**src/rtl/rdma_pkg.sv**
```systemverilog
package rdma_pkg;
  typedef enum logic [1:0] {
    SEL_ADDR_LO = 2'd0,
    SEL_ADDR_HI = 2'd1,
    SEL_CNT_LO  = 2'd2,
    SEL_CNT_HI  = 2'd3
  } rdma_sel_e;

  // transfer length in bytes
  function automatic logic [2:0] xfer_len(input logic dword, input logic wide);
    if (dword) return 3'd4;
    else if (wide) return 3'd2;
    else return 3'd1;
  endfunction
endpackage

```
**src/rtl/rdma_window.sv**
```systemverilog
module rdma_window #(
  parameter int AW       = 16,
  parameter int PROM_TOP = 32,
  parameter int PMEM_LO  = 16'h4000,
  parameter int PMEM_HI  = 16'h8000
) (
  input  logic [AW-1:0] addr,
  input  logic [2:0]    len,
  output logic [AW-1:0] eff_addr,
  output logic          hit,
  output logic [3:0]    lane_en
);
  logic [AW:0] end_x;
  logic        in_prom;
  logic        in_pmem;

  assign eff_addr = (len == 3'd1) ? addr : {addr[AW-1:1], 1'b0};
  assign end_x    = {1'b0, eff_addr} + (AW+1)'(len);
  assign in_prom  = ({1'b0, eff_addr} < (AW+1)'(PROM_TOP));
  assign in_pmem  = ({1'b0, eff_addr} >= (AW+1)'(PMEM_LO)) && (end_x <= (AW+1)'(PMEM_HI));
  assign hit      = in_prom || in_pmem;

  for (genvar i = 0; i < 4; i++) begin : g_lane
    assign lane_en[i] = (3'(i) < len);
  end
endmodule

```
**src/rtl/rdma_lanes.sv**
```systemverilog
module rdma_lanes (
  input  logic        hit,
  input  logic [3:0]  lane_en,
  input  logic [31:0] mem_rdata,
  output logic [31:0] rdata
);
  for (genvar i = 0; i < 4; i++) begin : g_rd
    assign rdata[8*i +: 8] = !lane_en[i] ? 8'h00 :
                             (hit ? mem_rdata[8*i +: 8] : 8'hFF);
  end
endmodule

```
**src/rtl/rdma_ptr.sv**
```systemverilog
module rdma_ptr
  import rdma_pkg::*;
#(
  parameter int AW = 16,
  parameter int CW = 16
) (
  input  logic          clk,
  input  logic          rst_n,
  input  logic          reg_we,
  input  logic [1:0]    reg_sel,
  input  logic [7:0]    reg_wdata,
  input  logic          step,
  input  logic [2:0]    len,
  input  logic [AW-1:0] ring_start,
  input  logic [AW-1:0] ring_stop,
  output logic [AW-1:0] addr_q,
  output logic [CW-1:0] count_q,
  output logic          done_q
);
  function automatic logic [AW-1:0] advance(input logic [AW-1:0] a, input logic [2:0] l,
                                            input logic [AW-1:0] s0, input logic [AW-1:0] s1);
    logic [AW-1:0] n;
    n = a + AW'(l);
    return (n == s1) ? s0 : n;
  endfunction

  function automatic logic [CW-1:0] consume(input logic [CW-1:0] c, input logic [2:0] l);
    return (c <= CW'(l)) ? '0 : c - CW'(l);
  endfunction

  wire       exhaust = (count_q <= CW'(len));
  rdma_sel_e sel;
  assign sel = rdma_sel_e'(reg_sel);

  always_ff @(posedge clk) begin
    if (!rst_n) begin
      addr_q  <= '0;
      count_q <= '0;
      done_q  <= 1'b0;
    end else begin
      done_q <= 1'b0;
      if (reg_we) begin
        case (sel)
          SEL_ADDR_LO: addr_q[7:0]     <= reg_wdata;
          SEL_ADDR_HI: addr_q[AW-1:8]  <= reg_wdata[AW-9:0];
          SEL_CNT_LO:  count_q[7:0]    <= reg_wdata;
          default:     count_q[CW-1:8] <= reg_wdata[CW-9:0];
        endcase
      end else if (step) begin
        addr_q  <= advance(addr_q, len, ring_start, ring_stop);
        count_q <= consume(count_q, len);
        done_q  <= exhaust;
      end
    end
  end

  assert_done_at_zero_R5: assert property (@(posedge clk) disable iff (!rst_n)
    done_q |-> count_q == '0);
  assert_count_drops_R5: assert property (@(posedge clk) disable iff (!rst_n)
    (step && !reg_we && count_q != '0) |=> count_q < $past(count_q));
  assert_never_parks_on_stop_R4: assert property (@(posedge clk) disable iff (!rst_n)
    (step && !reg_we && ring_start != ring_stop) |=> addr_q != $past(ring_stop));
  assert_half_kept_R2: assert property (@(posedge clk) disable iff (!rst_n)
    (reg_we && reg_sel == 2'd0) |=> addr_q[AW-1:8] == $past(addr_q[AW-1:8]));
endmodule

```
**src/rtl/rdma_port.sv**
```systemverilog
module rdma_port
  import rdma_pkg::*;
#(
  parameter int AW       = 16,
  parameter int CW       = 16,
  parameter int PROM_TOP = 32,
  parameter int PMEM_LO  = 16'h4000,
  parameter int PMEM_HI  = 16'h8000
) (
  input  logic          clk,
  input  logic          rst_n,
  input  logic          wide_mode,
  input  logic [AW-1:0] ring_start,
  input  logic [AW-1:0] ring_stop,
  input  logic          reg_we,
  input  logic [1:0]    reg_sel,
  input  logic [7:0]    reg_wdata,
  input  logic          host_req,
  input  logic          host_wr,
  input  logic          host_dword,
  input  logic [31:0]   host_wdata,
  output logic [31:0]   host_rdata,
  output logic [AW-1:0] mem_addr,
  output logic          mem_we,
  output logic          mem_re,
  output logic [3:0]    mem_be,
  output logic [31:0]   mem_wdata,
  input  logic [31:0]   mem_rdata,
  output logic [AW-1:0] cur_addr,
  output logic [CW-1:0] cur_count,
  output logic          done_pulse
);
  logic [2:0]    len;
  logic          win_hit;
  logic [3:0]    lanes;
  logic          step;
  logic          wr_blocked;

  assign len        = xfer_len(host_dword, wide_mode);
  assign wr_blocked = host_wr && (cur_count == '0);
  assign step       = host_req && !reg_we && !wr_blocked;

  rdma_window #(.AW(AW), .PROM_TOP(PROM_TOP), .PMEM_LO(PMEM_LO), .PMEM_HI(PMEM_HI)) u_window (
    .addr(cur_addr), .len(len), .eff_addr(mem_addr), .hit(win_hit), .lane_en(lanes)
  );

  rdma_lanes u_lanes (
    .hit(win_hit), .lane_en(lanes), .mem_rdata(mem_rdata), .rdata(host_rdata)
  );

  rdma_ptr #(.AW(AW), .CW(CW)) u_ptr (
    .clk(clk), .rst_n(rst_n), .reg_we(reg_we), .reg_sel(reg_sel), .reg_wdata(reg_wdata),
    .step(step), .len(len), .ring_start(ring_start), .ring_stop(ring_stop),
    .addr_q(cur_addr), .count_q(cur_count), .done_q(done_pulse)
  );

  assign mem_we    = step && host_wr && win_hit;
  assign mem_re    = step && !host_wr && win_hit;
  assign mem_be    = lanes;
  assign mem_wdata = host_wdata;

  assert_blocked_write_inert_R6: assert property (@(posedge clk) disable iff (!rst_n)
    (host_req && host_wr && !reg_we && cur_count == '0) |=>
      ($stable(cur_addr) && $stable(cur_count) && !done_pulse));
  assert_oob_byte_ones_R8: assert property (@(posedge clk) disable iff (!rst_n)
    (host_req && !host_wr && !host_dword && !wide_mode && !win_hit) |-> host_rdata == 32'h0000_00FF);
  assert_write_in_window_R8: assert property (@(posedge clk) disable iff (!rst_n)
    mem_we |-> ((mem_addr < AW'(PROM_TOP)) || (mem_addr >= AW'(PMEM_LO))));
  assert_wide_aligned_R9: assert property (@(posedge clk) disable iff (!rst_n)
    (host_req && (host_dword || wide_mode)) |-> mem_addr[0] == 1'b0);
endmodule

```
**config.mk**
```make
export PLATFORM = sky130hd
export DESIGN_NAME = rdma_port
export DESIGN_NICKNAME = d
export VERILOG_FILES = /design/src/rtl/rdma_pkg.sv /design/src/rtl/rdma_window.sv /design/src/rtl/rdma_lanes.sv /design/src/rtl/rdma_ptr.sv /design/src/rtl/rdma_port.sv
export SDC_FILE = /design/constraint.sdc
export NUM_CORES = 1
export LEC_CHECK = 0
export ABC_AREA = 1
export BUFFER_PORTS_ARGS = -buffer_cell sky130_fd_sc_hd__buf_2
export CORE_ASPECT_RATIO = 0.6
export CORE_MARGIN = 2
export CORE_UTILIZATION = 49
export CTS_CLUSTER_DIAMETER = 40
export CTS_CLUSTER_SIZE = 20
export DETAILED_ROUTE_END_ITERATION = 12
export PLACE_DENSITY = 0.84
export SLEW_MARGIN = 15
export SYNTH_ARGS = -nofsm -noshare
export SYNTH_HDL_FRONTEND = slang
export SYNTH_SLANG_ARGS = --single-unit
```
**constraint.sdc**
```tcl
create_clock -name clk -period 8.5 [get_ports clk]
set_input_delay 1.275 -clock clk [delete_from_list [all_inputs] [get_ports clk]]
set_output_delay 1.275 -clock clk [all_outputs]
set_load 0.05 [all_outputs]
```
# --- Word-level counts from Yosys, hierarchy flattened ---
# Cells that the tools add are included.
classes:
  addsub: 3
  magnitude_cmp: 8
  eq_ne: 8
  muxes: 21
  n_bitwise: 2
  n_reduce_logical: 21
ops:
  columns: ["operator", "n"]
  rows:
  - ["16-bit 2-to-1 mux", 6]
  - ["8-bit 2-to-1 mux", 12]
  - ["16-bit by 3-bit adder with 17-bit output", 1]
  - ["17-bit by 16-bit <= comparator with 1-bit output, second input constant", 1]
  - ["16-bit by 3-bit adder with 16-bit output", 1]
  - ["16-bit == test", 1]
  - ["16-bit by 15-bit greater-or-equal comparator with 1-bit output, second input constant", 1]
  - ["16-bit by 3-bit <= comparator with 1-bit output", 1]
  - ["16-bit zero test", 1]
  - ["16-bit by 6-bit < comparator with 1-bit output, second input constant", 1]
  - ["16-bit by 3-bit subtractor with 16-bit output", 1]
  - ["1-bit logical AND", 8]
  - ["2-bit AND reduction", 4]
  - ["1-bit by 3-bit < comparator with 1-bit output, first input constant", 2]
  - ["2-bit by 3-bit < comparator with 1-bit output, first input constant", 2]
  - ["2-bit by 1-bit != test with 1-bit output, second input constant", 3]
  - ["3-bit OR reduction", 2]
  - ["3-bit by 1-bit == test with 1-bit output, second input constant", 1]
  - ["1-bit zero test", 3]
  - ["3-bit 2-to-1 mux", 1]
  - ["2-bit by 1-bit == test with 1-bit output, second input constant", 1]
  - ["2-bit == test, second input constant", 1]
  - ["2-bit zero test", 1]
  - ["2-bit 2-to-1 mux", 1]
  - ["other kinds (5)", 6]
totals:
  reg_bits: 33
  inputBits: 113
  out_inout_bits: 119
  word_cells: 68

# --- Longest topological paths before layout ---
depth:
  word_depth: 10
  ltp_mapped: 22
  depth_no_buf: 21

# --- Cells and area by module ---
# Synthesis repeated with hierarchy kept, for this count alone.
hier_totals:
  hier_cells: 747
  hier_area_um2: 4220.3
modules_own_cells:
  columns: ["module", "n_inst", "cells_each", "area_per_inst_um2"]
  rows:
  - ["rdma_ptr", 1, 472, 2803.9]
  - ["rdma_window", 1, 146, 742.0]
  - ["rdma_port", 1, 58, 345.3]
  - ["rdma_lanes", 1, 71, 329.1]

# --- Worst setup path after synthesis ---
# No wires, ideal clock.
synth_path:
  path_type: "input -> output"
  startpoint: "input wide_mode"
  endpoint: "output host_rdata[10]"
  arrival_time_ns: 5.161
  t_required_ns: 7.225
  setup_slack_ns: 2.064
  cell_stages: 19
  cell_sequence: "nor2_1 inv_1 nor2_1 ha_1 ha_1 inv_1 nand2_1 nand2_1 nand2_1 nand2_1 xor2_1 nand3b_1 nor2_1 nand2_1 nand2_1 nand2_1 nand2_1 buf_2 a21oi_1"
synth_via:
  elab_cells_between_ends: 13
synth_rtl:
  columns: ["item", "line_no", "rtl"]
  rows:
  - ["start, declared", "rdma_port.sv:12", "input logic wide_mode,"]
  - ["2-bit 2-to-1 mux", "rdma_pkg.sv:12", "else if (wide) return 3'd2;"]
  - ["3-bit 2-to-1 mux", "rdma_pkg.sv:11", "if (dword) return 3'd4;"]
  - ["1-bit by 3-bit < comparator with 1-bit output", "rdma_window.sv:24", "assign lane_en[i] = (3'(i) < len);"]
  - ["net mem_be[1]", "rdma_port.sv:26", "output logic [3:0] mem_be,"]
  - ["8-bit 2-to-1 mux", "rdma_lanes.sv:8", "assign rdata[8*i +: 8] = !lane_en[i] ? 8'h00 :"]
  - ["end, declared", "rdma_port.sv:22", "output logic [31:0] host_rdata,"]
# The timed path passes the listed nets, and every way through them passes these cells.

# --- Worst setup path after layout ---
layout_path:
  startpoint: "input wide_mode"
  endpoint: "output mem_we"
layout_via:
  elab_chain_len: 9
  elab_cells_between_ends: 11
layout_rtl:
  columns: ["item", "line_no", "rtl"]
  rows:
  - ["2-bit 2-to-1 mux (*)", "rdma_pkg.sv:12", null]
  - ["3-bit 2-to-1 mux (*)", "rdma_pkg.sv:11", null]
  - ["3-bit by 1-bit == test with 1-bit output", "rdma_window.sv:17", "assign eff_addr = (len == 3'd1) ? addr : {addr[AW-1:1], 1'b0};"]
  - ["1-bit 2-to-1 mux", "rdma_window.sv:17", null]
  - ["16-bit by 3-bit adder with 17-bit output", "rdma_window.sv:18", "assign end_x = {1'b0, eff_addr} + (AW+1)'(len);"]
  - ["17-bit by 16-bit <= comparator with 1-bit output", "rdma_window.sv:20", "assign in_pmem = ({1'b0, eff_addr} >= (AW+1)'(PMEM_LO)) && (end_x <= (AW+1)'(PMEM_HI));"]
  - ["1-bit logical AND", "rdma_window.sv:20", null]
  - ["1-bit logical OR (*)", "rdma_window.sv:21", "assign hit = in_prom || in_pmem;"]
  - ["1-bit logical AND (*)", "rdma_port.sv:57", "assign mem_we = step && host_wr && win_hit;"]
  - ["end, declared", "rdma_port.sv:24", "output logic mem_we,"]
# Every way passes the cells marked *; elsewhere a longest branch is shown, timed or not.

==> impl_metrics.csv <==
group,metric,value,unit
outcome,status,"complete, no violations",
synth,synth-xor-area-share,2.37,%
timing,period_needed,6.36,ns
timing,worstMarginPinSlew,1.09,ns
synth,synth-main-ff-cell,"dfxtp_1",
clock_network,cts.hold.buffers_added,0,
clock_network,clock_latency_on_the_worst_skew_pair,0.28,ns
cells_and_area,footprint_of_the_multi_input_gates,2430,µm²
synth,synth_mux_area_share,0,%
timing,final.period_utilization,74.8,%
clock_network,clkSlewWorstSetupHoldPaths,0.05,ns
synth,synth_top_cell_area_share,16.2,%
setup_path,worst_setup_path_start_kind,"primary input",
die,die_x,122,µm
setup_path,reg2reg_depth,15,
timing,report.final.slew_viol_count,0,
drt,route.detailed.wl_per_inst,14.1,µm
synth,main_combinational_cell_family_by_area_after_synthesis,"simple AND/OR/NAND/NOR gates",
synth,synth_top_cells_by_count,"161 x nand2_1, 120 x inv_1, 93 x nand3_1",
clock_network,cts_inserted_buffers,5,
grt,global_router_s_overall_resource_usage,27.4,%
die,row_count,25,
place,post-dp-hpwl,10200,µm
setup_path,worstSetupEndpointType,"output pin",
synth,syn_area,4070,µm²
timing,relSlewSlack,27.1,%
timing,report.final.setup_viol,0,
synth,post_synth_fa_ha_maj_area_fraction,2.46,%
timing,fmaxAchievable,157,MHz
synth,synth.ff_latch_count,33,
timing,clock-skew-final,0.00693,ns
synth,yosysUniqueCellTypes,38,
die,die_footprint,9070,µm²
cells_and_area,area_taken_by_flip_flops_and_latches,661,µm²
setup_path,critPathCapture,"mem_we",
clock_network,clk_path_buf_depth,2,
setup_path,launch_instance_of_the_worst_register_to_register_path,"u_ptr.addr_q[2]",
synth,ys_seq_area_share,16.2,%
setup_path,r2r_slack,5.39,ns
power,peakVddDrop,79.9,µV
drt,avgViaCountPerCell,5.34,
setup_path,timing_worst_setup_path_type,"in -> out",
synth,yosys.cell_count.top_type,"nand2_1",
place,routabilityCongestion,0.958,
setup_path,timing.critical_path.arrival,5.09,ns
cells_and_area,n_antenna_cell,0,
die,core_area,7980,µm²
cells_and_area,final_nets,943,
timing,final.setup.tns,0,ns
synth,synth_enable_flop_cells,0,
drt,drt-initial-drc-count,505,
synth,simple_gate_area_share_of_the_yosys_netlist,40.5,%
synth,netlist_instances,723,
clock_network,clock-root-buffer,"clkbuf_16",
drt,drtAntennaViolNets,0,
grt,antenna_found_initial,0,
timing,finalHoldViolCount,0,
synth,yosys.area.top_type,"dfxtp_1",
power,power.density_cell_area,170,nW/µm²
drt,drcViolationCount,0,
setup_path,crit_required,7.22,ns
place,place_inst,923,
drt,dr.pass1.iters,5,
synth,synthTopCellsByArea,"dfxtp_1 16%, nand2_1 15%, nand3_1 11%",
clock_network,cts.sink_count,33,
timing,holdWs,0.605,ns
synth,post_synthesis_compound_gate_area_fraction,14.3,%
clock_network,post_cts_resize_count,0,
cells_and_area,final_layout_size_suffix_gt1_share,25.3,%
die,die_h,74.6,µm
synth,syn_area_per_cell,5.63,µm²
power,static_power_due_to_leakage,2.76,nW
drt,detail_route.wirelength,13200,µm
setup_path,cp_max_fo,33,
grt,number_of_global_route_vias_before_repair,3980,
clock_network,h_tree_levels,2,
clock_network,buffers_inserted_during_post_cts_setup_optimization,0,
cells_and_area,layout-area-overhead-vs-synth,16.1,%
place,io_buffers,166,
setup_path,setup.worst_path.start,"wide_mode",
die,ioPinCount,232,
synth,synth.yosys.warnings,0,
timing,grt_setup_unrepaired,"no",
grt,grt-ovfl-total,0,
clock_network,cts_tree,"done",
cells_and_area,layout.cells.non_filler,931,
hold_path,hold_class,"reg -> reg",
die,starting_utilization_of_the_core_area,51.0,%
run,maxCapViolCount,0,
setup_path,worstReg2RegEnd,"u_ptr.addr_q[4]",
synth,synthesis.nets,844,
synth,asyncSetResetFlopFracSynth,0,%
grt,grt_max_degree,34,
cells_and_area,filler_cell_count,769,
drt,num_vias,4972,
grt,grt_first_pass_wirelength,19700,µm
logic make-up after synthesis:
| family | after synthesis |
|---|---|
| AOI/OAI and AO/OA | 108 |
| xor gates and xnor gates | 11 |
| adders and majority gates | 8 |
| buffers and inverters | 202 |
| DFF | 33 |
| other | 1 |
| and+or+nand+nor | 360 |
per-stage QoR:
stage / util [%] / power [mW] / setup slack [ns] / cell area [µm²]
final: 59.2 / 0.801 / 2.14 / 4730
after global routing: 59.2 / 0.838 / 1.77 / 4730
after CTS: 59.2 / 0.795 / 2.23 / 4720
after detailed placement: 57.0 / 0.581 / 2.27 / 4540
after global placement: 57.0 / 0.579 / 2.39 / 4540
after floorplan: - / 0.536 / 2.06 / 4070
state kept, by name (all words and copies together) (netlist names):
signal / cells
u_ptr.addr_q: 16
u_ptr.done_q: 1
u_ptr.count_q: 16
cell type report:
type                    count  share of cell area [%]
clock buffers               6                    2.94
clock inverters             2                   0.794
inverters                 126                    10.0
multi-input cells         488                    51.5
flip-flops and latches     33                    14.0
well taps                 108                    2.86
repair buffers            168                    17.9
worst max-delay path, cell delays in order:
cell and delay (ns):
buf_2 0.14, nor2_1 0.61, inv_1 0.13, nor2_1 0.17
ha_1 0.20, ha_1 0.15, inv_1 0.03, nand2_1 0.15
nand2_1 0.08, nand2_1 0.16, nand2_1 0.10, nand2_1 0.07
nand3_1 0.08, nor2_1 0.09, nand3_1 0.07, nor2_1 0.12
nand2_1 0.06, nand2_1 0.05, nand2_1 0.04, nand2_1 0.74
nand2_1 0.15, nor2_1 0.13, buf_2 0.27
report_power, final:
part	switching [mW]	internal [mW]	total (mW)	leakage, nW
sequential	0.0299	0.169	0.199	0.273
combinational	0.285	0.101	0.387	2.40
clock	0.0696	0.146	0.216	0.0831
routing by layer:
layer	share of wire, %	GRT usage [%]
met2	42	42.0
met3	13	6.75
met5	0	0
met1	44	39.2
met4	1.4	5.62
how the worst min path moves through the flow:
| stage | startpoint | end | slack [ns] | cells past startpoint |
|---|---|---|---|---|
| after global placement | u_ptr.count_q[2] | u_ptr.count_q[2] | 0.57 | 2 |
| after CTS | u_ptr.count_q[11] | u_ptr.count_q[11] | 0.60 | 2 |
| final | u_ptr.count_q[11] | u_ptr.count_q[11] | 0.61 | 2 |
| after detailed placement | u_ptr.count_q[0] | u_ptr.count_q[0] | 0.58 | 2 |
| after global routing | u_ptr.count_q[4] | u_ptr.count_q[4] | 0.64 | 2 |
| after floorplan | u_ptr.count_q[0] | u_ptr.count_q[0] | 0.77 | 2 |
cells in the final DEF (no fill, tap or decap), types with 2 or more instances in the layout:
master	count
o21ai_0	38
inv_1	120
nor2_2	2
nor4_1	3
nand2_2	7
nand2_1	161
nor2_1	58
a31oi_1	16
nand3_2	4
nand4_2	3
clkbuf_16	5
inv_2	5
o22ai_1	2
nor3_1	6
buf_4	2
dfxtp_1	33
nor2_4	3
or2_2	3
nand3b_1	7
o31ai_1	3
nand3_1	93
xnor2_1	3
nand4_1	6
xor2_1	8
ha_1	8
a21oi_1	45
buf_2	166
Power figures use the tool's default switching activity.
